## src/rtl/dmadl_pkg.sv

```systemverilog
package dmadl_pkg;
  localparam int LANE_W = 16;
  localparam int LANES  = 2;
  localparam int XLEN   = LANE_W * LANES;
  localparam int NREG   = 16;
  localparam int IDX_W  = $clog2(NREG);
  localparam int OPC_W  = 6;
  localparam logic [OPC_W-1:0] OPC_DMADL = 6'h0C;

  typedef logic [LANE_W-1:0] half_t;
  typedef logic [IDX_W-1:0]  ridx_t;

  // packed to match instruction bits [25:0], opcode lowest
  typedef struct packed {
    logic [1:0]       addsub;
    logic [1:0]       pairing;
    ridx_t            rd;
    ridx_t            rc;
    ridx_t            rb;
    ridx_t            ra;
    logic [OPC_W-1:0] opc;
  } fields_t;

  // low half of the full product; signedness does not affect it
  function automatic half_t mul_lo(half_t a, half_t b);
    logic [2*LANE_W-1:0] full;
    full = a * b;
    return full[LANE_W-1:0];
  endfunction

  function automatic half_t lane_mix(half_t acc, half_t p, logic sub);
    return sub ? half_t'(acc - p) : half_t'(acc + p);
  endfunction
endpackage

```

## src/rtl/dmadl_decode.sv

```systemverilog
module dmadl_decode
  import dmadl_pkg::*;
(
  input  logic [31:0] instr,
  output fields_t     fld,
  output logic        hit
);
  logic unused_rsvd;

  assign fld         = fields_t'(instr[$bits(fields_t)-1:0]);
  assign hit         = (fld.opc == OPC_DMADL);
  assign unused_rsvd = ^instr[31:$bits(fields_t)];
endmodule

```

## src/rtl/dmadl_lanes.sv

```systemverilog
module dmadl_lanes
  import dmadl_pkg::*;
(
  input  logic [XLEN-1:0] src_a,
  input  logic [XLEN-1:0] src_b,
  input  logic [XLEN-1:0] src_c,
  input  logic [1:0]      pairing,
  input  logic [1:0]      addsub,
  output logic [XLEN-1:0] prods,
  output logic [XLEN-1:0] result
);
  for (genvar i = 0; i < LANES; i++) begin : g_lane
    // lane i pairs C's own half with B's own half, or with
    // the opposite half of B when pairing[LANES-1-i] is set
    localparam int OTHER = LANES - 1 - i;
    half_t b_pick, c_half, a_half, p;

    assign b_pick = pairing[OTHER] ? src_b[OTHER*LANE_W +: LANE_W]
                                   : src_b[i*LANE_W +: LANE_W];
    assign c_half = src_c[i*LANE_W +: LANE_W];
    assign a_half = src_a[i*LANE_W +: LANE_W];
    assign p      = mul_lo(b_pick, c_half);

    assign prods[i*LANE_W +: LANE_W]  = p;
    assign result[i*LANE_W +: LANE_W] = lane_mix(a_half, p, addsub[i]);
  end
endmodule

```

## src/rtl/dmadl_regfile.sv

```systemverilog
module dmadl_regfile #(
  parameter int NREG = 16,
  parameter int W    = 32,
  localparam int AW  = $clog2(NREG)
) (
  input  logic          clk,
  input  logic          rst_n,
  input  logic [AW-1:0] ra_idx,
  input  logic [AW-1:0] rb_idx,
  input  logic [AW-1:0] rc_idx,
  input  logic [AW-1:0] rp_idx,
  output logic [W-1:0]  ra_data,
  output logic [W-1:0]  rb_data,
  output logic [W-1:0]  rc_data,
  output logic [W-1:0]  rp_data,
  input  logic          we,
  input  logic [AW-1:0] wa,
  input  logic [W-1:0]  wd
);
  logic [W-1:0] mem [1:NREG-1];

  function automatic logic [W-1:0] rd(logic [AW-1:0] a);
    return (a == '0) ? '0 : mem[a];
  endfunction

  assign ra_data = rd(ra_idx);
  assign rb_data = rd(rb_idx);
  assign rc_data = rd(rc_idx);
  assign rp_data = rd(rp_idx);

  always_ff @(posedge clk or negedge rst_n) begin
    if (!rst_n) begin
      for (int k = 1; k < NREG; k++) mem[k] <= '0;
    end else if (we && wa != '0) begin
      mem[wa] <= wd;
    end
  end
endmodule

```

## src/rtl/dmadl_unit.sv

```systemverilog
module dmadl_unit
  import dmadl_pkg::*;
(
  input  logic             clk,
  input  logic             rst_n,
  input  logic             in_valid,
  output logic             in_ready,
  input  logic [31:0]      instr,
  input  logic             ld_en,
  input  logic [IDX_W-1:0] ld_idx,
  input  logic [XLEN-1:0]  ld_data,
  input  logic [IDX_W-1:0] peek_idx,
  output logic [XLEN-1:0]  peek_data,
  output logic             out_valid,
  output logic [IDX_W-1:0] out_idx,
  output logic [XLEN-1:0]  out_data
);
  fields_t         fld;
  logic            op_hit;
  logic            take;
  logic            take_hit;
  logic [XLEN-1:0] a_val, b_val, c_val;
  logic [XLEN-1:0] lane_prods;
  logic [XLEN-1:0] lane_res;

  logic            wb_pend;
  ridx_t           wb_idx;
  logic [XLEN-1:0] wb_data;

  logic            rf_we;
  ridx_t           rf_wa;
  logic [XLEN-1:0] rf_wd;

  dmadl_decode u_dec (
    .instr (instr),
    .fld   (fld),
    .hit   (op_hit)
  );

  dmadl_regfile #(.NREG(NREG), .W(XLEN)) u_rf (
    .clk     (clk),
    .rst_n   (rst_n),
    .ra_idx  (fld.ra),
    .rb_idx  (fld.rb),
    .rc_idx  (fld.rc),
    .rp_idx  (peek_idx),
    .ra_data (a_val),
    .rb_data (b_val),
    .rc_data (c_val),
    .rp_data (peek_data),
    .we      (rf_we),
    .wa      (rf_wa),
    .wd      (rf_wd)
  );

  dmadl_lanes u_lanes (
    .src_a   (a_val),
    .src_b   (b_val),
    .src_c   (c_val),
    .pairing (fld.pairing),
    .addsub  (fld.addsub),
    .prods   (lane_prods),
    .result  (lane_res)
  );

  assign in_ready = !wb_pend;
  assign take     = in_valid && in_ready;
  assign take_hit = take && op_hit;

  always_ff @(posedge clk or negedge rst_n) begin
    if (!rst_n) begin
      wb_pend <= 1'b0;
      wb_idx  <= '0;
      wb_data <= '0;
    end else begin
      wb_pend <= take_hit;
      if (take_hit) begin
        wb_idx  <= fld.rd;
        wb_data <= lane_res;
      end
    end
  end

  // write-back has priority over the load port
  assign rf_we = wb_pend || ld_en;
  assign rf_wa = wb_pend ? wb_idx  : ld_idx;
  assign rf_wd = wb_pend ? wb_data : ld_data;

  assign out_valid = wb_pend;
  assign out_idx   = wb_idx;
  assign out_data  = wb_data;
endmodule

```

## config.mk

```make
export PLATFORM = sky130hd
export DESIGN_NAME = dmadl_unit
export DESIGN_NICKNAME = d
export VERILOG_FILES = /design/src/rtl/dmadl_pkg.sv /design/src/rtl/dmadl_decode.sv /design/src/rtl/dmadl_lanes.sv /design/src/rtl/dmadl_regfile.sv /design/src/rtl/dmadl_unit.sv
export SDC_FILE = /design/constraint.sdc
export NUM_CORES = 2
export LEC_CHECK = 0
export ABC_CLOCK_PERIOD_IN_PS = 11850
export BUFFER_PORTS_ARGS = -buffer_cell sky130_fd_sc_hd__buf_2
export CORE_MARGIN = 2
export CORE_UTILIZATION = 55
export CTS_CLUSTER_SIZE = 16
export DETAILED_ROUTE_END_ITERATION = 12
export HOLD_SLACK_MARGIN = 0.08
export PLACE_DENSITY = 0.79
export SYNTH_ARGS = -nofsm -noshare
export SYNTH_HDL_FRONTEND = slang
export SYNTH_SLANG_ARGS = --single-unit
```

## constraint.sdc

```tcl
create_clock -name clk -period 11.85 [get_ports clk]
set_clock_uncertainty 0.05 [all_clocks]
set_input_delay 0.5925 -clock clk [delete_from_list [all_inputs] [get_ports clk]]
set_output_delay 0.5925 -clock clk [all_outputs]
set_load 0.01 [all_outputs]
```

==> impl_results.html <==
<table>
<tr><th>Metric</th><th>Value</th></tr>
<tr><th colspan="2">Cells and area</th></tr>
<tr><td>Utilization after layout</td><td>59.94%</td></tr>
<tr><td>Fraction of final layout cells with drive strength greater than 1</td><td>a little under a quarter</td></tr>
<tr><td>Final-stage net count</td><td>4638</td></tr>
<tr><td>Signed area change from the synthesized netlist to the final layout</td><td>7.594%</td></tr>
<tr><td>Post-Layout Cell Count</td><td>5381</td></tr>
<tr><th colspan="2">Detailed routing</th></tr>
<tr><td>Number of detailed-routing iterations run before antenna repair</td><td>9</td></tr>
<tr><td>DRC violations left</td><td>0</td></tr>
<tr><td>Average routed wire per standard cell</td><td>28.11 um</td></tr>
<tr><td>Number of violations reported at the end of detailed-routing iteration 0</td><td>around 5300</td></tr>
<tr><td>Number of nets with antenna violations after detailed routing</td><td>0</td></tr>
<tr><td>Vias after detailed routing</td><td>roughly 38000</td></tr>
<tr><td>Vias per cell</td><td>~7</td></tr>
<tr><td>Final Routed Wirelength</td><td>approximately 150000 um</td></tr>
<tr><th colspan="2">Timing</th></tr>
<tr><td>Minimum period implied by the final worst setup slack</td><td>between 9000 and 10000 ps</td></tr>
<tr><td>Relative slew slack</td><td>11.54%</td></tr>
<tr><td>Unrepaired setup endpoints after global routing</td><td>no</td></tr>
<tr><td>Final setup vio count</td><td>0</td></tr>
<tr><td>Actual slew at the worst max-slew pin</td><td>1290 ps</td></tr>
<tr><td>Number of pins with negative max-slew slack in the final report</td><td>0</td></tr>
<tr><td>Maximum achievable frequency</td><td>100.2 MHz</td></tr>
<tr><td>Post-route clock period utilization</td><td>a little over four fifths</td></tr>
<tr><td>Setup TNS</td><td>0 ps</td></tr>
<tr><td>Number of endpoints with negative hold slack in the final report</td><td>0</td></tr>
<tr><th colspan="2">Synthesis</th></tr>
<tr><td>Post-Syn Area per Cell</td><td>approximately 10 sq um</td></tr>
<tr><td>Cells taking the most area after synthesis</td><td>sky130_fd_sc_hd__dfrtp_1 29%, sky130_fd_sc_hd__mux4_2 22%, sky130_fd_sc_hd__fa_1 7.2%, sky130_fd_sc_hd__nand2_1 4.4%, sky130_fd_sc_hd__o21ai_0 4.4%</td></tr>
<tr><td>Top_reg_cell synth</td><td>sky130_fd_sc_hd__dfrtp_1</td></tr>
<tr><td>Leading cell type by number of instances after synthesis</td><td>sky130_fd_sc_hd__nand2_1</td></tr>
<tr><td>Count of flip-flops with a built-in enable after synthesis</td><td>0</td></tr>
<tr><td>Fraction of registers with async set or reset after synthesis</td><td>100.0%</td></tr>
<tr><td>Top cells by count, synth</td><td>527 x sky130_fd_sc_hd__nand2_1, 517 x sky130_fd_sc_hd__dfrtp_1, 431 x sky130_fd_sc_hd__mux4_2</td></tr>
<tr><td>Fraction of synthesized cell area taken by the top area cell type</td><td>roughly 29%</td></tr>
<tr><td>Total number of yosys warnings</td><td>0</td></tr>
<tr><td>Sequential-to-total area share from yosys stat</td><td>between 20 and 30%</td></tr>
<tr><td>Cells after Synth</td><td>~4300</td></tr>
<tr><td>Post-synthesis register bit count</td><td>around 520</td></tr>
<tr><td>Post-Synthesis Cell Area</td><td>44950 sq um</td></tr>
<tr><td>Number of distinct library cell variants in the gate-level netlist after synthesis</td><td>87</td></tr>
<tr><td>Largest area contributor in the synthesized netlist</td><td>sky130_fd_sc_hd__dfrtp_1</td></tr>
<tr><td>Total nets after synthesis</td><td>approximately 4700</td></tr>
<tr><th colspan="2">Setup path</th></tr>
<tr><td>Worst setup EP type</td><td>flop</td></tr>
<tr><td>End of the worst register-to-register path</td><td>out_data[15]</td></tr>
<tr><td>Setup slack on the worst flop-to-flop path</td><td>approximately 2500 ps</td></tr>
<tr><td>Worst setup path start</td><td>instr[10]</td></tr>
<tr><td>Worst Path Arrival</td><td>about 11000 ps</td></tr>
<tr><td>Max incr delay on CP</td><td>730 ps</td></tr>
<tr><td>Sort of element at the start of the critical path</td><td>input pin</td></tr>
<tr><td>CP max stage cell</td><td>sky130_fd_sc_hd__buf_4</td></tr>
<tr><td>Critical Path Fanout Max</td><td>68</td></tr>
<tr><td>Data required time at the worst endpoint</td><td>approximately 12000 ps</td></tr>
<tr><td>Buffers &amp; Inverters on Critical Path</td><td>4</td></tr>
<tr><td>R2R cell count</td><td>31</td></tr>
<tr><td>Critical path start-end classification</td><td>input pin to flop</td></tr>
<tr><td>Kind of cell with the highest combined delay on the critical path</td><td>adder cells</td></tr>
<tr><td>FF-to-FF Start</td><td>u_rf.mem[49]</td></tr>
<tr><td>Top cell by count, worst path</td><td>sky130_fd_sc_hd__fa_1</td></tr>
<tr><th colspan="2">Hold path</th></tr>
<tr><td>Worst Hold Path Cells</td><td>3</td></tr>
<tr><td>Worst-case hold path end point</td><td>out_idx[2]</td></tr>
<tr><td>Worst min-delay path startpoint</td><td>instr[20]</td></tr>
<tr><td>Type of the worst min-delay path</td><td>input pin to flop</td></tr>
<tr><th colspan="2">Placement</th></tr>
<tr><td>Final HPWL from detailed placement</td><td>~100000 um</td></tr>
<tr><td>Final weighted congestion of routability-driven global placement</td><td>between 0.9 and 1</td></tr>
<tr><td>Cell Count Post-Placement</td><td>~5300</td></tr>
<tr><td>Port-buffer cells</td><td>roughly 140</td></tr>
<tr><th colspan="2">Floorplan</th></tr>
<tr><td>I/O pin count</td><td>around 150</td></tr>
<tr><td>Core Footprint</td><td>slightly above 80000 sq um</td></tr>
<tr><td>Site row count</td><td>between 100 and 150</td></tr>
<tr><td>Die Y-Extent</td><td>between 200 and 300 um</td></tr>
<tr><td>Initial standard-cell utilization of the core</td><td>55.71%</td></tr>
<tr><td>Die outline area</td><td>roughly 84000 sq um</td></tr>
<tr><td>Chip Width</td><td>~290 um</td></tr>
<tr><th colspan="2">Power</th></tr>
<tr><td>Total leakage power</td><td>0.02071 uW</td></tr>
<tr><td>Power density cells</td><td>297.7 nW/um^2</td></tr>
<tr><td>Largest vdd supply drop</td><td>404.1 uV</td></tr>
<tr><th colspan="2">GRT</th></tr>
<tr><td>Grt total ovfl</td><td>0</td></tr>
<tr><td>Antenna violations before repair</td><td>11</td></tr>
<tr><td>Vias in the first global route</td><td>37487</td></tr>
<tr><td>Maximum number of pins on one net before global-route repair</td><td>~110</td></tr>
<tr><td>First-pass GRT wire length</td><td>228600 um</td></tr>
<tr><td>Total routing usage reported by global routing</td><td>between 30% and 40%</td></tr>
<tr><th colspan="2">Clock tree</th></tr>
<tr><td>Clock-pin slew reported for the worst setup and hold paths after clock tree synthesis</td><td>~60 ps</td></tr>
<tr><td>Clock buffer depth</td><td>3</td></tr>
<tr><td>Clock tree from TritonCTS</td><td>built</td></tr>
<tr><td>Total number of clock tree sinks</td><td>517</td></tr>
<tr><td>Clock root buffer master</td><td>sky130_fd_sc_hd__clkbuf_16</td></tr>
<tr><td>Clk Latency, worst-skew pair</td><td>about 700 ps</td></tr>
<tr><td>TritonCTS Buffers</td><td>56</td></tr>
<tr><td>H-tree Lvls</td><td>2</td></tr>
<tr><td>Post_cts resized</td><td>0</td></tr>
<tr><th colspan="2">Run</th></tr>
<tr><td>Max-cap viol count</td><td>0</td></tr>
<tr><th colspan="2">Status</th></tr>
<tr><td>Result of the run</td><td>finished, final reports clean</td></tr>
</table>
[flip-flops by register name, indices dropped and copies added (netlist names)]
name	cells
u_rf.mem	480
out_data	32
out_idx	4
out_valid	1
[cell families (layout without fill, tap and decap cells)]
kind of cell	Yosys count	in the layout	synth area share, %
adders and majority gates	292	292	10.83
AOI/OAI and AO/OA	952	952	12.85
DFF	517	517	28.78
other	0	3	0
buffers and inverters	634	634	6.016
muxes	734	734	28.88
and+or+nand+nor	1079	1079	10.30
xor gates and xnor gates	110	110	2.333
[area by class of cell]
cell class                 count  area [sq um]
antenna                        3         7.507
clock buffer                  77          1600
clock inverter                29         451.7
fill                        6387         32320
inverter                     291          1092
multi-input combinational   3167         29410
sequential                   517         12940
tap                         1060          1326
timing repair buffer         237          1530
[power by group]
group | internal (uW) | total (uW) | switching, uW
combinational | 4440 | 9700 | 5260
sequential | 2180 | 2720 | 544
clock | 1150 | 1970 | 820
total | 7770 | 14400 | 6630
[stage by stage]
stage	area (sq um)	hold slack (ps)	total power [uW]	setup slack (ps)
6_report	48360	83.98	14400	1869
5_1_grt	48350	99.52	15630	1247
4_1_cts	48340	85.89	14300	2002
3_5_place_dp	46270	445.9	12280	1333
3_3_place_gp	46270	444.4	11920	1535
2_1_floorplan	44950	246.9	10110	2799
[worst reg2reg max path: cells and delay by family (launching register included)]
kind | cells | cell delay (ps)
muxes | 3 | 1120
and+or+nand+nor | 6 | 1550
DFF | 1 | 420
adders and majority gates | 8 | 3340
AOI/OAI and AO/OA | 10 | 2290
buffers and inverters | 2 | 100
xor gates and xnor gates | 2 | 410
[worst max path at each step]
stage                   end  slack [ps]  cells after the start
2_1_floorplan  out_data[15]        2800                     35
6_report       out_data[15]        1870                     33
3_5_place_dp   out_data[15]        1330                     33
3_3_place_gp   out_data[15]        1530                     33
5_1_grt        out_data[15]        1250                     33
4_1_cts        out_data[15]        2000                     33
[placed cells by master, fill, tap and decap left out, drive strengths merged, types with 63 or more instances in the layout]
| master | count |
|---|---|
| nand2 | 527 |
| dfrtp | 517 |
| mux4 | 434 |
| o21ai | 401 |
| nor2 | 339 |
| inv | 292 |
| a21oi | 257 |
| buf | 232 |
| fa | 162 |
| mux2 | 155 |
| mux2i | 145 |
| ha | 130 |
| clkbuf | 80 |
| xnor2 | 77 |
| a22o | 63 |
[routing by layer]
metal,routed length [um],vias up,GRT usage [%]
li1,-,15485,-
met2,63990,3058,51.38
met1,51230,18411,44.88
met5,312,-,1.588
met3,23130,782,13.59
met4,12610,24,24.81
[what timing repair did]
item | in CTS | in global routing
setup endpoints to repair | 0 | 0
hold buffers | 2 | 0
endpoints found under the hold margin | 108 | 0
buffers inserted | 0 | 0
(Power assumes the default switching activity.)
